$ cat src/rtl/post_trace_pkg.sv
package post_trace_pkg;

  localparam logic [3:0] CMD_IO_WRITE = 4'b0011;

  // one slot up the ring
  function automatic int ring_next(input int idx, input int depth);
    return (idx == depth - 1) ? 0 : idx + 1;
  endfunction

  // one slot down the ring
  function automatic int ring_prev(input int idx, input int depth);
    return (idx == 0) ? depth - 1 : idx - 1;
  endfunction

  // n slots down the ring, n in 0..depth
  function automatic int ring_back(input int idx, input int n, input int depth);
    return ((idx - n) % depth + depth) % depth;
  endfunction

endpackage

$ cat src/rtl/io_write_filter.sv
module io_write_filter
  import post_trace_pkg::*;
(
  input  logic       stb,
  input  logic [3:0] cmd,
  output logic       accept
);
  assign accept = stb && (cmd == CMD_IO_WRITE);
endmodule

$ cat src/rtl/trace_store.sv
module trace_store #(
  parameter int DATA_W = 8,
  parameter int DEPTH  = 32,
  localparam int AW    = (DEPTH > 1) ? $clog2(DEPTH) : 1
) (
  input  logic              clk,
  input  logic              we,
  input  logic [AW-1:0]     waddr,
  input  logic [DATA_W-1:0] wdata,
  input  logic [AW-1:0]     raddr,
  output logic [DATA_W-1:0] rdata
);
  logic [DATA_W-1:0] slots [DEPTH];

  always_ff @(posedge clk) begin
    if (we) slots[waddr] <= wdata;
  end

  assign rdata = slots[raddr];
endmodule

$ cat src/rtl/trace_ptrs.sv
module trace_ptrs
  import post_trace_pkg::*;
#(
  parameter int DEPTH = 32,
  localparam int AW   = (DEPTH > 1) ? $clog2(DEPTH) : 1,
  localparam int CW   = $clog2(DEPTH + 1)
) (
  input  logic          clk,
  input  logic          rst,
  input  logic          wr_acc,
  input  logic          fwd,
  input  logic          bwd,
  output logic [AW-1:0] wr_ptr,
  output logic [AW-1:0] rd_ptr,
  output logic [CW-1:0] fill,
  output logic          is_newest,
  output logic          is_oldest,
  output logic          sf,
  output logic          sb
);
  logic [AW-1:0] newest_idx, oldest_idx;
  logic          nonempty, fwd_go, bwd_go;

  assign nonempty   = (fill != '0);
  assign newest_idx = AW'(ring_back(int'(wr_ptr), 1, DEPTH));
  assign oldest_idx = AW'(ring_back(int'(wr_ptr), int'(fill), DEPTH));
  assign is_newest  = nonempty && (rd_ptr == newest_idx);
  assign is_oldest  = nonempty && (rd_ptr == oldest_idx);

  // a step needs a lone button, no capture, and room to move
  assign fwd_go = !wr_acc && fwd && !bwd && nonempty && !is_newest;
  assign bwd_go = !wr_acc && bwd && !fwd && nonempty && !is_oldest;

  always_ff @(posedge clk) begin
    if (rst) begin
      wr_ptr <= '0;
      rd_ptr <= '0;
      fill   <= '0;
      sf     <= 1'b0;
      sb     <= 1'b0;
    end else if (wr_acc) begin
      rd_ptr <= wr_ptr;
      wr_ptr <= AW'(ring_next(int'(wr_ptr), DEPTH));
      if (fill != CW'(DEPTH)) fill <= fill + 1'b1;
      sf     <= 1'b0;
      sb     <= 1'b0;
    end else if (fwd_go) begin
      rd_ptr <= AW'(ring_next(int'(rd_ptr), DEPTH));
      sf     <= 1'b1;
      sb     <= 1'b0;
    end else if (bwd_go) begin
      rd_ptr <= AW'(ring_prev(int'(rd_ptr), DEPTH));
      sf     <= 1'b0;
      sb     <= 1'b1;
    end
  end
endmodule

$ cat src/rtl/post_trace_ring.sv
module post_trace_ring #(
  parameter int DATA_W = 8,
  parameter int DEPTH  = 32,
  localparam int AW    = (DEPTH > 1) ? $clog2(DEPTH) : 1,
  localparam int CW    = $clog2(DEPTH + 1)
) (
  input  logic              clk,
  input  logic              rst,
  input  logic              cap_stb,
  input  logic [3:0]        cap_cmd,
  input  logic [DATA_W-1:0] cap_data,
  input  logic              btn_fwd,
  input  logic              btn_bwd,
  output logic [DATA_W-1:0] view_code,
  output logic              at_newest,
  output logic              at_oldest,
  output logic              stepped_fwd,
  output logic              stepped_bwd
);
  logic              wr_acc;
  logic [AW-1:0]     wr_ptr, rd_ptr;
  logic [CW-1:0]     fill;
  logic [DATA_W-1:0] rd_word;

  io_write_filter u_filt (
    .stb(cap_stb), .cmd(cap_cmd), .accept(wr_acc)
  );

  trace_ptrs #(.DEPTH(DEPTH)) u_ptrs (
    .clk(clk), .rst(rst), .wr_acc(wr_acc), .fwd(btn_fwd), .bwd(btn_bwd),
    .wr_ptr(wr_ptr), .rd_ptr(rd_ptr), .fill(fill),
    .is_newest(at_newest), .is_oldest(at_oldest),
    .sf(stepped_fwd), .sb(stepped_bwd)
  );

  trace_store #(.DATA_W(DATA_W), .DEPTH(DEPTH)) u_store (
    .clk(clk), .we(wr_acc), .waddr(wr_ptr), .wdata(cap_data),
    .raddr(rd_ptr), .rdata(rd_word)
  );

  assign view_code = (fill == '0) ? '0 : rd_word;
endmodule

$ cat config.mk
export PLATFORM = sky130hd
export DESIGN_NAME = post_trace_ring
export DESIGN_NICKNAME = d
export VERILOG_FILES = /design/src/rtl/post_trace_pkg.sv /design/src/rtl/io_write_filter.sv /design/src/rtl/trace_store.sv /design/src/rtl/trace_ptrs.sv /design/src/rtl/post_trace_ring.sv
export SDC_FILE = /design/constraint.sdc
export NUM_CORES = 1
export LEC_CHECK = 0
export CORE_MARGIN = 8
export CORE_UTILIZATION = 50
export DETAILED_ROUTE_END_ITERATION = 8
export DONT_BUFFER_PORTS = 1
export MAX_ROUTING_LAYER = met4
export PLACE_DENSITY = 0.61
export SYNTH_ARGS = -nofsm -noshare
export SYNTH_HDL_FRONTEND = slang
export SYNTH_HIERARCHICAL = 1
export SYNTH_SLANG_ARGS = --single-unit
$ cat constraint.sdc
create_clock -name clk -period 6.2 [get_ports clk]
set_input_delay 0.62 -clock clk [delete_from_list [all_inputs] [get_ports clk]]
set_output_delay 0.62 -clock clk [all_outputs]
set_load 0.05 [all_outputs]
==> results by group <==
Outcome
  – Run status: completed

Placed design
  – Port Buffers: 0
  – Placed Cells: 850
  – Detailed placement HPWL: 14,670 µm
  – Final GP Congestion: 0.7808

STA
  – TNS Setup: 0 ns
  – Worst-margin pin slew: 1.263 ns
  – Worst Clk Skew: 0.006265 ns
  – Fin crit share: 71.36%
  – Final Setup Violations: 0
  – Count of final hold-check violations: 0
  – Slew Limit Fails: 0
  – Min cycle time layout: 4.425 ns
  – RSZ-0062 raised after global routing: no
  – Slew HR: 15.47%
  – Max frequency: 0.2260 GHz

Min path
  – Hold Crit Class: input pin to flop

Synthesis
  – Ys flop type: edfxtp_1
  – Post-Synth Simple-Gate Area: 5.232%
  – Synth Net Count: 621
  – Register area share after synthesis: 70.40%
  – Post-synth EDFFs: 256
  – Post-Synth Adder-Cell Area: 1.489%
  – Gate count of the mapped netlist: 591
  – Synth top area cells: edfxtp_1, mux4_2, dfxtp_1, nor2_1, ha_1
  – Post-synth ARST share: 0%
  – Avg Cell Area, Syn: 19.34 µm²
  – Yosys top cell by area: edfxtp_1
  – Yosys cell types: 57
  – #FFs+latches synth: 274
  – Largest family of logic cells by synthesized area: multiplexers
  – Proportion of synthesized area in mux cells: 16.99%
  – Post-Synth XOR/XNOR Area: 1.532%
  – Mapped cell area: 11,430 µm²
  – Synth Warn #: 6
  – Post-synthesis compound-gate area fraction: 2.561%
  – Post-synth top area share: 67.25%

Finish
  – # fillers: 1,748
  – Final std cells w/o fill: 903
  – Most frequent cells in the layout: edfxtp_1, mux4_2, nor2_1, clkbuf_16, dfxtp_1
  – Most common cell after layout, fill and taps aside: edfxtp_1
  – Layout area overhead: 9.687%
  – Layout cell share with drive strength beyond 1: 23.18%
  – Sequential cell area: 8055 µm²
  – Area of the multi-input gates: 3178 µm²
  – Fin nets: 625

Clocking
  – Clock Sinks: 274
  – Hold Buf Count CTS: 0
  – PostCTS Resize Cnt: 0
  – CTS Buf Count: 28
  – Clock Tree Root: clkbuf_16
  – CTS tree: done
  – Clock H-tree levels: 1
  – Clk Latency, worst-skew pair: 0.53 ns
  – Reg clk slew, reported paths: 0.06 ns
  – Maximum buffer depth of the clock tree: 3
  – Post-CTS Setup Inserts: 0

Floorplanning
  – Core area: 22,570 µm²
  – Die extent in y: 167.2 µm
  – Boundary pin count: 29
  – Die X: 167.2 µm
  – Starting density of the core: 50.64%
  – Rows: 55
  – Die area: 27,960 µm²

Worst setup path
  – Most numerous cell on the critical path: mux4_2
  – Element type at the critical path start: flop
  – Crit. End Element: output port
  – Critical path required time: 5.58 ns
  – Critical path arrival: 3.80 ns
  – Maximum fanout along the worst path: 53
  – CP peak stage delay: 1.05 ns
  – Setup Crit Path Kind: flop to output port
  – Slowest CP cell: dfxtp_4
  – CP Cell Sequence: buf_4, mux4_2, mux4_2, mux2_2, a21boi_1

Drt
  – DR iter-0 viols: 418
  – Via count: 5,605
  – Vias per cell: 6.207
  – Drt first pass iters: 5
  – Aggregate routed wire length: 24,300 µm
  – Routed Antenna Nets: 0
  – WL/cell: 26.91 µm
  – Drc violations: 0

Global routing
  – Largest net degree at the start of global routing: 76
  – GRT Total Usage: 18.03%
  – Congestion Overflow GR: 0
  – Initial antenna violation count: 0
  – Number of global-route vias before repair: 5,887
  – First-pass GRT wire length: 36,870 µm

Power and ir drop
  – Peak VDD IR: 0.0001771 V
  – Leak Pwr: 3.763 nW
  – Pwr dens: 291.7 nW/µm²

Flow run
  – Max Cap Viol: 0
stage by stage:
stage / util, % / cell area (µm²) / power, W / setup slack [ns] / hold WS [ns]
6_report: 55.55 / 12540 / 0.003658 / 1.775 / 0.1498
5_1_grt: 55.54 / 12540 / 0.003762 / 1.507 / 0.1324
4_1_cts: 55.54 / 12540 / 0.003692 / 1.657 / 0.1303
3_5_place_dp: 51.71 / 11670 / 0.002117 / 2.233 / 0.5927
3_3_place_gp: 51.71 / 11670 / 0.002117 / 2.256 / 0.5917
2_1_floorplan: - / 11430 / 0.002109 / 2.746 / 0.5545
registers in the layout (all words and copies together), names as in the netlist:
| register | cells |
|---|---|
| u_store/slots | 256 |
| u_ptrs/fill | 6 |
| u_ptrs/rd_ptr | 5 |
| u_ptrs/wr_ptr | 5 |
| u_ptrs/sb | 1 |
| u_ptrs/sf | 1 |
cells in the mapped netlist (3+ instances only):
cell type,count
a21boi_0,9
a21oi_1,5
a22oi_1,3
and3_1,4
buf_1,6
buf_2,5
buf_4,7
clkbuf_1,11
dfxtp_1,18
edfxtp_1,256
ha_1,12
inv_1,14
mux2_2,8
mux2i_1,5
mux4_2,80
nand2_1,4
nand3_1,7
nand3b_1,9
nor2_1,53
nor3_1,6
o21ai_0,3
or3b_2,4
xnor2_1,12
xor2_1,8
metal layers:
metal / routed length [µm] / part of all wire [%] / vias to the layer above / track usage (%)
met4: 482 / 2.0 / 0 / 5.241
met1: 10110 / 42 / 2995 / 22.68
met3: 1336 / 5.5 / 38 / 2.986
met2: 12360 / 51 / 160 / 30.03
li1: - / - / 2412 / -
met5: 0 / 0 / - / -
area by class of cell:
| class | count | area share [%] |
|---|---|---|
| antenna | 1 | 0.01996 |
| clock buffer | 43 | 6.367 |
| clock inverter | 9 | 0.5189 |
| inverter | 14 | 0.4191 |
| multi-input combinational | 273 | 25.35 |
| sequential | 274 | 64.24 |
| tap | 285 | 2.844 |
| timing repair buffer | 4 | 0.2395 |
critical path: cells and delay by family, from the launching register on:
kind	cells	cell delay (ns)
buffers and inverters	1	0.51
DFF	1	1.05
AOI/OAI and AO/OA	1	0.30
muxes	3	1.36
worst paths after layout:
check | startpoint | end | slack (ns) | depth (start not counted)
setup / recovery | u_ptrs/rd_ptr[0] | view_code[4] | 1.78 | 5
hold / removal | rst | u_ptrs/wr_ptr[2] | 0.15 | 1
setup reg to reg | u_ptrs/wr_ptr[0] | u_ptrs/rd_ptr[4] | 3.05 | 9
hold reg to reg | u_ptrs/fill[3] | u_ptrs/fill[5] | 0.61 | 3
kinds of logic after synthesis:
group | Yosys count
xor+xnor | 20
mux | 93
compound gates | 39
fa+ha+maj | 13
simple gates | 108
flops | 274
buf+inv | 44
power breakdown:
group	total, W	switching (W)	leakage, nW	internal (W)
Sequential	0.00203	0.00000878	2.45	0.00202
Clock	0.00158	0.000657	0.422	0.000923
Combinational	0.0000481	0.0000217	0.894	0.0000264
Note: power is estimated with default switching activity, not from simulation.
